## config.mk

```make
export PLATFORM = sky130hd
export DESIGN_NAME = prio_irq_ctrl
export DESIGN_NICKNAME = d
export VERILOG_FILES = /design/src/rtl/prio_irq_pkg.sv /design/src/rtl/irq_rst_sync.sv /design/src/rtl/irq_cfg_regs.sv /design/src/rtl/irq_pend_latch.sv /design/src/rtl/irq_arbiter.sv /design/src/rtl/irq_nest_state.sv /design/src/rtl/prio_irq_ctrl.sv
export SDC_FILE = /design/constraint.sdc
export NUM_CORES = 1
export LEC_CHECK = 0
export BUFFER_PORTS_ARGS = -buffer_cell sky130_fd_sc_hd__buf_4
export CAP_MARGIN = 25
export CORE_ASPECT_RATIO = 1.25
export CORE_MARGIN = 8
export CORE_UTILIZATION = 52
export CTS_CLUSTER_DIAMETER = 200
export DETAILED_ROUTE_END_ITERATION = 10
export GPL_TIMING_DRIVEN = 0
export PLACE_DENSITY = 0.93
export SLEW_MARGIN = 20
export SYNTH_ARGS = -nofsm -noshare
export SYNTH_HDL_FRONTEND = slang
export SYNTH_SLANG_ARGS = --single-unit
```

## constraint.sdc

```tcl
create_clock -name clk -period 5.4 [get_ports clk]
set_clock_uncertainty 0.2 [all_clocks]
set_input_delay 0.81 -clock clk [delete_from_list [all_inputs] [get_ports clk]]
set_output_delay 0.81 -clock clk [all_outputs]
set_load 0.05 [all_outputs]
```

## src/rtl/prio_irq_pkg.sv

```systemverilog
package prio_irq_pkg;
  localparam int MAX_SRC   = 6;
  localparam int IDX_W     = 3;
  localparam int MASTER_BIT = 7;

  typedef enum logic [IDX_W-1:0] {
    SRC_EXT0 = 3'd0,
    SRC_TMR0 = 3'd1,
    SRC_EXT1 = 3'd2,
    SRC_TMR1 = 3'd3,
    SRC_SER  = 3'd4,
    SRC_TMR2 = 3'd5
  } src_e;

  typedef struct packed {
    logic hi;
    logic lo;
  } svc_t;
endpackage

```

## src/rtl/irq_rst_sync.sv

```systemverilog
module irq_rst_sync (
  input  logic clk,
  input  logic rst_n,
  output logic rst_sync_n
);
  logic [1:0] sync_q;

  always_ff @(posedge clk or negedge rst_n) begin
    if (!rst_n) sync_q <= 2'b00;
    else        sync_q <= {sync_q[0], 1'b1};
  end

  assign rst_sync_n = sync_q[1];
endmodule

```

## src/rtl/irq_cfg_regs.sv

```systemverilog
module irq_cfg_regs #(
  parameter int NSRC = 6
) (
  input  logic            clk,
  input  logic            rst_n,
  input  logic            en_we,
  input  logic [7:0]      en_wdata,
  input  logic            pri_we,
  input  logic [7:0]      pri_wdata,
  output logic            master_en,
  output logic [NSRC-1:0] src_en,
  output logic [NSRC-1:0] src_hi
);
  import prio_irq_pkg::*;

  logic            master_q, master_d;
  logic [NSRC-1:0] en_q, en_d;
  logic [NSRC-1:0] hi_q, hi_d;
  logic            unused_bits;

  assign unused_bits = ^{en_wdata[6], pri_wdata[7:6], en_wdata[5:NSRC-1], pri_wdata[5:NSRC-1]};

  always_comb begin
    master_d = master_q;
    en_d     = en_q;
    hi_d     = hi_q;
    if (en_we) begin
      master_d = en_wdata[MASTER_BIT];
      en_d     = en_wdata[NSRC-1:0];
    end
    if (pri_we) hi_d = pri_wdata[NSRC-1:0];
  end

  always_ff @(posedge clk or negedge rst_n) begin
    if (!rst_n) begin
      master_q <= 1'b0;
      en_q     <= '0;
      hi_q     <= '0;
    end else begin
      master_q <= master_d;
      en_q     <= en_d;
      hi_q     <= hi_d;
    end
  end

  assign master_en = master_q;
  assign src_en    = en_q;
  assign src_hi    = hi_q;

  p_en_hold_r2: assert property (@(posedge clk) disable iff (!rst_n)
    !en_we |=> ($stable(src_en) && $stable(master_en)));
  p_pri_hold_r6: assert property (@(posedge clk) disable iff (!rst_n)
    !pri_we |=> $stable(src_hi));
endmodule

```

## src/rtl/irq_pend_latch.sv

```systemverilog
module irq_pend_latch #(
  parameter int NSRC = 6
) (
  input  logic            clk,
  input  logic            rst_n,
  input  logic [NSRC-1:0] flags,
  input  logic [NSRC-1:0] clr,
  output logic [NSRC-1:0] pend
);
  logic [NSRC-1:0] pend_q, pend_d;

  always_comb begin
    pend_d = (pend_q | flags) & ~clr;
  end

  always_ff @(posedge clk or negedge rst_n) begin
    if (!rst_n) pend_q <= '0;
    else        pend_q <= pend_d;
  end

  assign pend = pend_q;

  p_ack_clears_r11: assert property (@(posedge clk) disable iff (!rst_n)
    (|clr) |=> ((pend_q & $past(clr)) == '0));
  p_sticky_r10: assert property (@(posedge clk) disable iff (!rst_n)
    (clr == '0) |=> ((pend_q & $past(pend_q)) == $past(pend_q)));
endmodule

```

## src/rtl/irq_arbiter.sv

```systemverilog
module irq_arbiter #(
  parameter int NSRC  = 6,
  parameter int IDX_W = 3
) (
  input  logic             clk,
  input  logic             rst_n,
  input  logic [NSRC-1:0]  pend,
  input  logic [NSRC-1:0]  src_en,
  input  logic [NSRC-1:0]  src_hi,
  input  logic             master_en,
  input  prio_irq_pkg::svc_t insvc,
  output logic             gnt_vld,
  output logic             gnt_hi,
  output logic [IDX_W-1:0] gnt_idx
);
  logic [NSRC-1:0] hi_cand;
  logic [NSRC-1:0] lo_cand;

  for (genvar g = 0; g < NSRC; g++) begin : g_elig
    assign hi_cand[g] = master_en & src_en[g] & pend[g] &  src_hi[g];
    assign lo_cand[g] = master_en & src_en[g] & pend[g] & ~src_hi[g];
  end

  function automatic logic [IDX_W-1:0] first_set(input logic [NSRC-1:0] m);
    logic [IDX_W-1:0] r;
    r = '0;
    for (int i = NSRC - 1; i >= 0; i--) begin
      if (m[i]) r = IDX_W'(i);
    end
    return r;
  endfunction

  always_comb begin
    gnt_vld = 1'b0;
    gnt_hi  = 1'b0;
    gnt_idx = '0;
    if ((|hi_cand) && !insvc.hi) begin
      gnt_vld = 1'b1;
      gnt_hi  = 1'b1;
      gnt_idx = first_set(hi_cand);
    end else if ((|lo_cand) && !insvc.hi && !insvc.lo) begin
      gnt_vld = 1'b1;
      gnt_idx = first_set(lo_cand);
    end
  end

  p_hi_first_r6: assert property (@(posedge clk) disable iff (!rst_n)
    (gnt_vld && (|hi_cand)) |-> gnt_hi);
  p_hi_blocks_r8: assert property (@(posedge clk) disable iff (!rst_n)
    insvc.hi |-> !gnt_vld);
  p_grant_eligible_r2: assert property (@(posedge clk) disable iff (!rst_n)
    gnt_vld |-> (src_en[gnt_idx] && pend[gnt_idx]));
endmodule

```

## src/rtl/irq_nest_state.sv

```systemverilog
module irq_nest_state (
  input  logic               clk,
  input  logic               rst_n,
  input  logic               set_lo,
  input  logic               set_hi,
  input  logic               ret,
  output prio_irq_pkg::svc_t insvc
);
  import prio_irq_pkg::*;

  svc_t svc_q, svc_d;

  always_comb begin
    svc_d = svc_q;
    if (ret) begin
      if (svc_q.hi) svc_d.hi = 1'b0;
      else          svc_d.lo = 1'b0;
    end
    if (set_hi) svc_d.hi = 1'b1;
    if (set_lo) svc_d.lo = 1'b1;
  end

  always_ff @(posedge clk or negedge rst_n) begin
    if (!rst_n) svc_q <= '0;
    else        svc_q <= svc_d;
  end

  assign insvc = svc_q;

  p_ret_pops_hi_r12: assert property (@(posedge clk) disable iff (!rst_n)
    (ret && !set_hi && !set_lo && svc_q.hi && svc_q.lo) |=> (svc_q.lo && !svc_q.hi));
  p_lo_from_idle_r7: assert property (@(posedge clk) disable iff (!rst_n)
    set_lo |-> (!svc_q.hi && !svc_q.lo));
  p_one_set_r11: assert property (@(posedge clk) disable iff (!rst_n)
    !(set_lo && set_hi));
endmodule

```

## src/rtl/prio_irq_ctrl.sv

```systemverilog
module prio_irq_ctrl #(
  parameter bit HAS_TMR2   = 1'b1,
  parameter int VEC_W      = 16,
  parameter int VEC_BASE   = 3,
  parameter int VEC_STRIDE = 8
) (
  input  logic        clk,
  input  logic        rst_n,
  input  logic        en_we,
  input  logic [7:0]  en_wdata,
  input  logic        pri_we,
  input  logic [7:0]  pri_wdata,
  input  logic        req_ext0,
  input  logic        req_tmr0,
  input  logic        req_ext1,
  input  logic        req_tmr1,
  input  logic        req_ser_rx,
  input  logic        req_ser_tx,
  input  logic        req_tmr2,
  input  logic        cpu_take,
  input  logic        cpu_ret,
  output logic        irq_req,
  output logic [VEC_W-1:0] irq_vec,
  output logic [2:0]  irq_src,
  output logic        irq_ack,
  output logic [2:0]  ack_src
);
  import prio_irq_pkg::*;

  localparam int NSRC = HAS_TMR2 ? MAX_SRC : MAX_SRC - 1;

  logic                 rst_sync_n;
  logic                 master_en;
  logic [NSRC-1:0]      src_en, src_hi, pend, clr, flags;
  logic [MAX_SRC-1:0]   raw_flags;
  svc_t                 insvc;
  logic                 gnt_vld, gnt_hi, take_ok;
  logic [IDX_W-1:0]     gnt_idx;

  irq_rst_sync i_rst (
    .clk(clk), .rst_n(rst_n), .rst_sync_n(rst_sync_n)
  );

  irq_cfg_regs #(.NSRC(NSRC)) i_cfg (
    .clk(clk), .rst_n(rst_sync_n),
    .en_we(en_we), .en_wdata(en_wdata),
    .pri_we(pri_we), .pri_wdata(pri_wdata),
    .master_en(master_en), .src_en(src_en), .src_hi(src_hi)
  );

  always_comb begin
    raw_flags           = '0;
    raw_flags[SRC_EXT0] = req_ext0;
    raw_flags[SRC_TMR0] = req_tmr0;
    raw_flags[SRC_EXT1] = req_ext1;
    raw_flags[SRC_TMR1] = req_tmr1;
    raw_flags[SRC_SER]  = req_ser_rx | req_ser_tx;
    raw_flags[SRC_TMR2] = req_tmr2;
  end

  assign flags = raw_flags[NSRC-1:0];

  irq_pend_latch #(.NSRC(NSRC)) i_pend (
    .clk(clk), .rst_n(rst_sync_n),
    .flags(flags), .clr(clr), .pend(pend)
  );

  irq_arbiter #(.NSRC(NSRC), .IDX_W(IDX_W)) i_arb (
    .clk(clk), .rst_n(rst_sync_n),
    .pend(pend), .src_en(src_en), .src_hi(src_hi),
    .master_en(master_en), .insvc(insvc),
    .gnt_vld(gnt_vld), .gnt_hi(gnt_hi), .gnt_idx(gnt_idx)
  );

  assign take_ok = cpu_take & gnt_vld;
  assign clr     = take_ok ? (NSRC'(1) << gnt_idx) : '0;

  irq_nest_state i_nest (
    .clk(clk), .rst_n(rst_sync_n),
    .set_lo(take_ok & ~gnt_hi), .set_hi(take_ok & gnt_hi),
    .ret(cpu_ret), .insvc(insvc)
  );

  assign irq_req = gnt_vld;
  assign irq_src = gnt_vld ? gnt_idx : '0;
  assign irq_vec = gnt_vld ? VEC_W'(VEC_BASE + VEC_STRIDE * int'(gnt_idx)) : '0;
  assign irq_ack = take_ok;
  assign ack_src = take_ok ? gnt_idx : '0;

  p_off_silent_r4: assert property (@(posedge clk) disable iff (!rst_sync_n)
    !master_en |-> !irq_req);
  p_vec_aligned_r1: assert property (@(posedge clk) disable iff (!rst_sync_n)
    irq_req |-> ((int'(irq_vec) - VEC_BASE) % VEC_STRIDE == 0));
  p_ack_needs_req_r11: assert property (@(posedge clk) disable iff (!rst_sync_n)
    irq_ack |-> (irq_req && ack_src == irq_src));
endmodule

```

Word level (Yosys, flattened, before mapping)

Index checks and enable logic that the tools add are counted.

Flip-flop bits (word level): 23
Input bits: 29
Output and inout bits: 24

Add/subtract/negate cells: 1
Eq/ne operators: 1
Shift operators: 1
Mux-type cells: 25
Bitwise operators: 38
Reduce and logical (&&, ||, !) cells: 10

Operators by type and width:

| kind                  | number |
|---|---|
| $mux W3               | 16 |
| $and A1 B1 Y1         | 27 |
| $reduce_or A6 Y1      | 2 |
| $add A2 B6 Y7 const A | 1 |
| $mux W7               | 1 |
| $not A1 Y1            | 7 |
| $and A6 B6 Y6         | 1 |
| $mux W1               | 6 |
| $mux W6               | 1 |
| $not A6 Y6            | 1 |
| $or A6 B6 Y6          | 1 |
| $shl A1 B3 Y6 const A | 1 |
| $reduce_bool A2 Y1    | 2 |
| $logic_and A1 B1 Y1   | 3 |
| $logic_not A1 Y1      | 2 |
| $mux W2               | 1 |
| $ne A2 B1 Y1 const B  | 1 |
| $reduce_and A2 Y1     | 1 |
| $or A1 B1 Y1          | 1 |

Logic depth before layout (Yosys ltp)

Gate-level depths: netlist (run 1).

Depth after elaboration: 15
Mapped depth: 7

Modules after synthesis

Synthesis (run 1) repeated with hierarchy kept, for this count alone.

Cell total of the unflattened synthesis: 125
Area, all modules: 1436.4 um^2

By module, submodules not included:

| module         | times used | cells an instance | area an instance (um^2) |
|---|---|---|---|
| irq_cfg_regs   | 1          | 28                | 543.0 |
| irq_arbiter    | 1          | 39                | 302.8 |
| prio_irq_ctrl  | 1          | 37                | 250.2 |
| irq_pend_latch | 1          | 12                | 210.2 |
| irq_nest_state | 1          | 6                 | 76.3 |
| irq_rst_sync   | 1          | 3                 | 53.8 |

Worst setup path after synthesis (run 1)

OpenSTA, ideal clock, no wires.

Kind: reg2out
Start: register i_cfg.master_q, in the netlist i_cfg.master_en
End: output port irq_vec[0]
Arrival time: 2280 ps
Required time: 4390 ps
Setup slack: 2110 ps
Stages on the path, launching flop included: 8
Path buffers: 2
Cells stage by stage: dfrtp_1 > buf_6 > nand4_4 > and4b_2 > and2_4 > and2_1 > nor2_1 > buf_4

Longest elaborated chain between the ends: 9

Ends and longest elaborated chain:

| what                             | line                                 | RTL |
|---|---|---|
| start: declaration               | irq_cfg_regs.sv:16                   | `logic master_q, master_d;` |
| start signal: assignment         | irq_cfg_regs.sv:40                   | `master_q <= master_d;` |
| $and A1 B1 Y1 (2 in a row)       | irq_arbiter.sv:20, irq_arbiter.sv:21 |  |
| $and A1 B1 Y1                    | irq_arbiter.sv:21                    | `assign lo_cand[g] = master_en & src_en[g] & pend[g] & ~src_hi[g];` |
| $reduce_or A6 Y1                 | irq_arbiter.sv:41                    | `end else if ((\|lo_cand) && !insvc.hi && !insvc.lo) begin` |
| $logic_and A1 B1 Y1 (2 in a row) | irq_arbiter.sv:41                    |  |
| $mux W1                          | irq_arbiter.sv:41                    |  |
| $mux W1 (*)                      | irq_arbiter.sv:37                    | `if ((\|hi_cand) && !insvc.hi) begin` |
| via irq_req                      | prio_irq_ctrl.sv:22                  | `output logic irq_req,` |
| $mux W7 (*)                      | prio_irq_ctrl.sv:86                  | `assign irq_vec = gnt_vld ? VEC_W'(VEC_BASE + VEC_STRIDE * int'(gnt_idx)) : '0;` |
| end: declaration                 | prio_irq_ctrl.sv:23                  | `output logic [VEC_W-1:0] irq_vec,` |

Mark *: on every way through the listed nets, which the timed path passes. The rest lies on a longest branch.

Worst setup path in the final report (run 1)

Start: register i_cfg.master_q, in the netlist i_cfg.master_en
End: output port irq_vec[1]

Longest elaborated chain between the ends: 9

Ends and longest elaborated chain:

| what                             | line |
|---|---|
| $and A1 B1 Y1 (2 in a row)       | irq_arbiter.sv:20, irq_arbiter.sv:21 |
| $and A1 B1 Y1                    | irq_arbiter.sv:21 |
| $reduce_or A6 Y1                 | irq_arbiter.sv:41 |
| $logic_and A1 B1 Y1 (2 in a row) | irq_arbiter.sv:41 |
| $mux W1                          | irq_arbiter.sv:41 |
| $mux W1 (*)                      | irq_arbiter.sv:37 |
| $mux W7 (*)                      | prio_irq_ctrl.sv:86 |

Every way passes the cells marked *; elsewhere a longest branch is shown, timed or not.

==> run_results.csv, run 1 <==
group,metric,value,unit
status,run_status,"complete, no violations",
critical_path,critical_path.slowest_cell,"sky130_fd_sc_hd__dfrtp_1",
cts,clk_pin_slew_worst_paths,120,ps
cts,cts_max_path_buffers,2,
synth,yosys.area.top_type,"sky130_fd_sc_hd__dfrtp_1",
detailed_routing,avgViaCountPerCell,5.36,
synth,synth_adder_area_share,0,
min_path,holdCritPathClass,"primary input to asynchronous set/reset pin",
timing,relSlewSlack,0.459,
cells_and_area,final_design_area_no_fill,1780,sq um
cts,root_buffer,"sky130_fd_sc_hd__clkbuf_4",
floorplan,initial_utilization,0.535,
cts,cts-buffers-inserted,3,
critical_path,critical_path.most_common_cell,"sky130_fd_sc_hd__buf_4",
grt,gr-usage-all-layers,0.140,
cts,clock_h_tree_levels,1,
detailed_routing,ant_nets,0,
cells_and_area,diodes,0,
critical_path,crit_buf_inv,3,
cells_and_area,ratio_of_cells_with_drive_above_1_in_the_final_layout,0.480,
flow_run,drv.max_cap_violation_count,0,
floorplan,num_io_pins,53,
cts,clkLatencyLatePin,310,ps
synth,ys_seq_area_frac,0.410,
timing,timing.final.max_slew_violations,0,
timing,final_period_minus_worst_setup_slack,3260,ps
detailed_routing,dr.first_iter.drc_count,52,
detailed_routing,detailroute.via_count,1121,
cts,cts.hold.buffers_added,0,
synth,synth_top_family_by_area,"simple AND/OR/NAND/NOR gates",
critical_path,worst_r2r_startpoint,"i_cfg.master_en",
synth,synth.area.top_cells,"sky130_fd_sc_hd__dfrtp_1 (41%), sky130_fd_sc_hd__mux2_2 (10%), sky130_fd_sc_hd__buf_4 (8.5%)",
synth,post_synth_most_frequent_cells,"sky130_fd_sc_hd__dfrtp_1 (23), sky130_fd_sc_hd__buf_4 (16), sky130_fd_sc_hd__mux2_2 (13)",
critical_path,timing.rr.end,"i_pend.pend[3]",
critical_path,crit_type,"register to output pin",
detailed_routing,routed_wire_length_per_instance,15.7,um
timing,timing_hold_violations_final,0,
critical_path,crit_fanout,10,
grt,first_global_vias,1219,
grt,first_pass_grt_wire_length,5.40,mm
grt,busiest_layer,"met2",
critical_path,timing.critical_path.required,4390,ps
synth,edff_count_synth,0,
timing,max_slew.worst_pin.slew,811,ps
floorplan,std_cell_rows,21,
cts,cts_setup_buffers,0,
critical_path,timing.critical_path.arrival,2250,ps
critical_path,critPathCaptureType,"output pin",
synth,asyncSetResetFlopFracSynth,1.00,
critical_path,largest_stage_delay_worst_path,470,ps
synth,synth_top_area_share,0.410,
critical_path,critical-path-top-delay-family,"simple AND/OR/NAND/NOR gates",
synth,synth.ff_latch_count,23,
cells_and_area,layout.nets,205,
power_and_ir_drop,static_leakage_power,0.840,nW
placed_design,globalplace.congestion,0.969,
placed_design,dpl_cell_area,1760,sq um
grt,gr-usage-met1,0.141,
grt,grt_antenna_before_repair,0,
floorplan,floorplan.die.width,62.5,um
synth,syn-mean-instance-area,11.2,sq um
timing,max_freq,307,MHz
cells_and_area,layout-area-overhead-vs-synth,26.8,%
grt,globalRouteOverflowTotal,0,
synth,post_synth_mux_area_share,0.104,
synth,synth_compound_area_frac,0.165,
synth,syn-cell-area,1410,sq um
grt,maximum_number_of_pins_on_one_net_before_global_route_repair,22,
cts,cts_tree,"built",
timing,setup-tns-final,0,ps
floorplan,die_area,4630,sq um
timing,final_setup_viols,0,
detailed_routing,drt-total-wl,3.29,mm
cts,cts_sinks,23,
power_and_ir_drop,post-layout-total-power,0.000668,W
power_and_ir_drop,vdd_drop_max,251,uV
placed_design,portBuffers,36,
critical_path,critPathLaunchType,"register",
cts,cts-resized-gates,0,
critical_path,r2r_setup_slk,3380,ps
grt,met2_track_demand_over_resource,0.263,
placed_design,dpl_hpwl,2.73,mm
detailed_routing,first_drt_pass_iteration_count,4,
synth,count_of_yosys_warnings_during_synthesis,0,
synth,syn_inst,125,
synth,synth_simple_gate_area_share,0.200,
power_and_ir_drop,power.density,375,nW/um^2
grt,globalRouteMet3Util,0.0392,
floorplan,die-height,74.1,um
timing,finalCritPeriodShare,0.604,
synth,yosys.area_share.xor_xnor,0,
synth,ys_dominant_reg_cell,"sky130_fd_sc_hd__dfrtp_1",
timing,grt_setup_unrepaired,"false",
detailed_routing,drc_violations_left,0,
synth,synth_cell_types,43,
synth,synth.most_common_cell,"sky130_fd_sc_hd__dfrtp_1",
critical_path,crit_path_cell_trace,"buf_6, nand4b_1, nand2_1, o31ai_4, and2_1, nor2_1, buf_4, buf_4",
critical_path,ff2ff_path_depth,5,
floorplan,area_of_the_core_region,2630,sq um
## placed cells by master (no fill, tap or decap), drive strengths merged, types with 3 or more instances in the layout
| cell | instances |
|---|---|
| a21oi | 5 |
| and4 | 3 |
| nand2 | 7 |
| nor3 | 3 |
| dfrtp | 23 |
| and2 | 3 |
| clkbuf | 6 |
| conb | 12 |
| mux2 | 13 |
| nor2 | 7 |
| nand4 | 5 |
| nand4b | 3 |
| buf | 53 |
| inv | 5 |
| and4b | 4 |
## area by class of cell
cell class	instances	area, sq um
buffer	19	139
clock buffer	4	26.3
fill	225	846
inverter	6	23.8
multi-input combinational	87	704
sequential	23	576
tap	34	42.5
timing repair buffer	36	270
## worst max-delay path by stage
stage | start | endpoint | cells past startpoint
after floorplan | i_cfg.master_en | irq_vec[0] | 7
after global placement | i_cfg.master_en | irq_vec[0] | 7
after detailed placement | i_cfg.master_en | irq_vec[1] | 8
after CTS | i_cfg.master_en | irq_vec[1] | 8
after global routing | i_cfg.master_en | irq_vec[5] | 8
final | i_cfg.master_en | irq_vec[1] | 8
## logic make-up after synthesis
| logic type | count (synthesis) |
|---|---|
| compound gates | 22 |
| mux | 13 |
| simple gates | 40 |
| buf+inv | 25 |
| flops | 23 |
| other cells | 2 |
## power breakdown
part | switching, W | internal, W | total, W
clock | 0.0000484 | 0.0000288 | 0.0000772
sequential | 0.0000321 | 0.000197 | 0.000229
combinational | 0.000227 | 0.000135 | 0.000362
## flip-flops by register name (all words and copies together), names as in the netlist
name	count
i_nest.insvc	2
i_pend.pend	6
i_cfg.src_hi	6
i_rst.sync_q	2
i_cfg.src_en	6
i_cfg.master_en	1
## worst reg2reg max path: cells and delay by family (launching register included)
kind / cells / cell delay [ps]
AO/OA/AOI/OAI: 4 / 990
flip-flops: 1 / 470
AND/OR/NAND/NOR: 1 / 250
## layer usage
layer | vias to the layer above | wire length, um
li1 | 533 | -
met1 | 537 | 1250
met2 | 42 | 1790
met3 | 9 | 196
met4 | 0 | 51
met5 | - | 0
## metrics by stage
step	std cells	hold slack (ps)	setup slack [ps]	util
finish	209	60.4	2140	0.678
global route	209	48.5	2040	0.678
CTS	209	53.8	2150	0.678
detailed placement	205	148	2520	0.668
global placement	205	136	2580	0.668
floorplan	135	66.9	2110	-
(Power assumes the default switching activity.)
==> run 2, diff against run 1 <==
--- a/config.mk
+++ b/config.mk
@@ -9,11 +9,11 @@
 export CAP_MARGIN = 25
 export CORE_ASPECT_RATIO = 1.25
 export CORE_MARGIN = 8
-export CORE_UTILIZATION = 52
+export CORE_UTILIZATION = 48
 export CTS_CLUSTER_DIAMETER = 200
 export DETAILED_ROUTE_END_ITERATION = 10
 export GPL_TIMING_DRIVEN = 0
-export PLACE_DENSITY = 0.93
+export PLACE_DENSITY = 0.87
 export SLEW_MARGIN = 20
 export SYNTH_ARGS = -nofsm -noshare
 export SYNTH_HDL_FRONTEND = slang
==> constraint.sdc (replaced) <==
create_clock -name clk -period 3.16 [get_ports clk]
set_clock_uncertainty 0.2 [all_clocks]
set_input_delay 0.474 -clock clk [delete_from_list [all_inputs] [get_ports clk]]
set_output_delay 0.474 -clock clk [all_outputs]
set_load 0.05 [all_outputs]
==> run 2 against run 1 <==
  * Via count shrank 0.45%
  * Combinational power rose by 70%
  * Non-clock buffer count up 1
  * Sequential power up 72%
  * Hold slack improved by 67 ps
  * Setup slack got worse by 1900 ps
  * Die area rose by 6.3%
  * Core utilization is 5.1 points lower
  * Final area is 0.70% higher
  * Clock power increased by 72%
  * Critical path depth is 1 lower
  * Critical path type unchanged
  * Power is 71% higher
==> run_results.csv, run 2 (synthesis gave the netlist of run 1 again) <==
group,metric,value,unit
status,run_status,"complete, no violations",
placed_design,dpl_hpwl,2.73,mm
timing,grt_setup_unrepaired,"false",
min_path,holdCritPathClass,"primary input to register",
grt,first_global_vias,1293,
cts,clk_pin_slew_worst_paths,120,ps
detailed_routing,drc_violations_left,0,
grt,maximum_number_of_pins_on_one_net_before_global_route_repair,22,
cts,clock_h_tree_levels,1,
floorplan,initial_utilization,0.491,
detailed_routing,detailroute.via_count,1116,
critical_path,crit_type,"register to output pin",
grt,globalRouteOverflowTotal,0,
placed_design,globalplace.congestion,0.967,
critical_path,crit_fanout,6,
cts,clkLatencyLatePin,320,ps
critical_path,critPathLaunchType,"register",
floorplan,num_io_pins,53,
cts,cts_max_path_buffers,2,
timing,setup-tns-final,0,ps
floorplan,area_of_the_core_region,2860,sq um
grt,grt_antenna_before_repair,0,
detailed_routing,routed_wire_length_per_instance,15.2,um
power_and_ir_drop,post-layout-total-power,0.00114,W
critical_path,critPathCaptureType,"output pin",
cts,cts-resized-gates,0,
grt,gr-usage-all-layers,0.134,
placed_design,dpl_cell_area,1760,sq um
timing,max_slew.worst_pin.slew,830,ps
timing,final_setup_viols,0,
detailed_routing,avgViaCountPerCell,5.26,
detailed_routing,drt-total-wl,3.21,mm
timing,timing.final.max_slew_violations,0,
floorplan,die-height,76.5,um
timing,final_period_minus_worst_setup_slack,2890,ps
cells_and_area,ratio_of_cells_with_drive_above_1_in_the_final_layout,0.477,
cells_and_area,layout.nets,206,
cells_and_area,diodes,0,
timing,finalCritPeriodShare,0.914,
timing,timing_hold_violations_final,0,
power_and_ir_drop,vdd_drop_max,411,uV
floorplan,die_area,4930,sq um
power_and_ir_drop,power.density,637,nW/um^2
detailed_routing,ant_nets,0,
cells_and_area,layout-area-overhead-vs-synth,27.7,%
critical_path,timing.critical_path.arrival,2210,ps
cells_and_area,mostFrequentLayoutCells,"sky130_fd_sc_hd__buf_4 (52), sky130_fd_sc_hd__dfrtp_1 (23), sky130_fd_sc_hd__mux2_2 (13), sky130_fd_sc_hd__conb_1 (12), sky130_fd_sc_hd__nor2_1 (7)",
placed_design,portBuffers,36,
cts,cts_tree,"built",
critical_path,timing.critical_path.required,2490,ps
cells_and_area,layout.cells.most_common,"sky130_fd_sc_hd__buf_4",
placed_design,placed_cells,207,
floorplan,std_cell_rows,22,
grt,first_pass_grt_wire_length,5.53,mm
floorplan,floorplan.die.width,64.4,um
cts,cts_sinks,23,
cts,root_buffer,"sky130_fd_sc_hd__clkbuf_4",
cells_and_area,final-instance-count-excl-fill,212,
cells_and_area,final_core_utilization,0.627,
timing,relSlewSlack,0.447,
cells_and_area,final_design_area_no_fill,1790,sq um
cts,cts-buffers-inserted,3,
detailed_routing,dr.first_iter.drc_count,22,
detailed_routing,first_drt_pass_iteration_count,4,
timing,max_freq,346,MHz
flow_run,drv.max_cap_violation_count,0,
power_and_ir_drop,static_leakage_power,0.844,nW
run 2: cell types whose count changed in the layout (fill, tap and decap cells not counted):
| cell | previous run | this run |
|---|---|---|
| sky130_fd_sc_hd__dlygate4sd3_1 | 0 | 1 |
run 2: layout make-up:
class                           count  area [sq um]
Tap cell                           36          45.0
Timing Repair Buffer               37           280
Sequential cell                    23           576
Multi-Input combinational cell     87           704
Buffer                             19           139
Inverter                            6          23.8
Fill cell                         253          1070
Clock buffer                        4          26.3
run 2: worst max-delay path: stages (launching register included):
cell and delay [ps]:
sky130_fd_sc_hd__dfrtp_1 460, sky130_fd_sc_hd__nand4_1 240, sky130_fd_sc_hd__and4b_2 370, sky130_fd_sc_hd__and2_4 170, sky130_fd_sc_hd__and2_1 170, sky130_fd_sc_hd__nor2_1 180, sky130_fd_sc_hd__buf_4 140, sky130_fd_sc_hd__buf_4 180
run 2: worst paths after layout:
check	startpoint	to	slack, ps	cells past startpoint
setup / recovery	i_cfg.master_en	irq_vec[0]	270	7
min in group asynchronous	i_rst.sync_q[1]	i_cfg.src_en[0]	140	0
hold reg to reg	i_rst.sync_q[1]	i_cfg.src_en[0]	140	0
hold / removal	cpu_ret	i_nest.insvc[1]	130	2
setup reg to reg	i_cfg.master_en	i_pend.pend[4]	1180	7
max in group asynchronous	i_rst.sync_q[1]	i_pend.pend[2]	2100	0
run 2: per-stage QoR:
stage	setup WS, ps	hold WS (ps)
detailed placement	605	57.2
global route	136	127
finish	272	127
CTS	253	131
floorplan	206	-21.6
global placement	667	56.6
run 2: repair_timing:
action                                 in CTS  in global routing
hold buffers                                1                  0
endpoints found under the hold margin       2                  0
setup buffers                               0                  0
run 2: report_power, final:
group	internal, W	switching (W)
clock network	0.0000494	0.0000840
logic	0.000232	0.000386
registers	0.000337	0.0000560
run 2: per-layer routing:
layer  track usage  up-vias  part of all wire
met5             0        -                 0
met4        0.0788        0             0.030
met3        0.0368       12             0.068
met2         0.235       42              0.53
met1         0.134      527              0.37
li1              -      535                 -
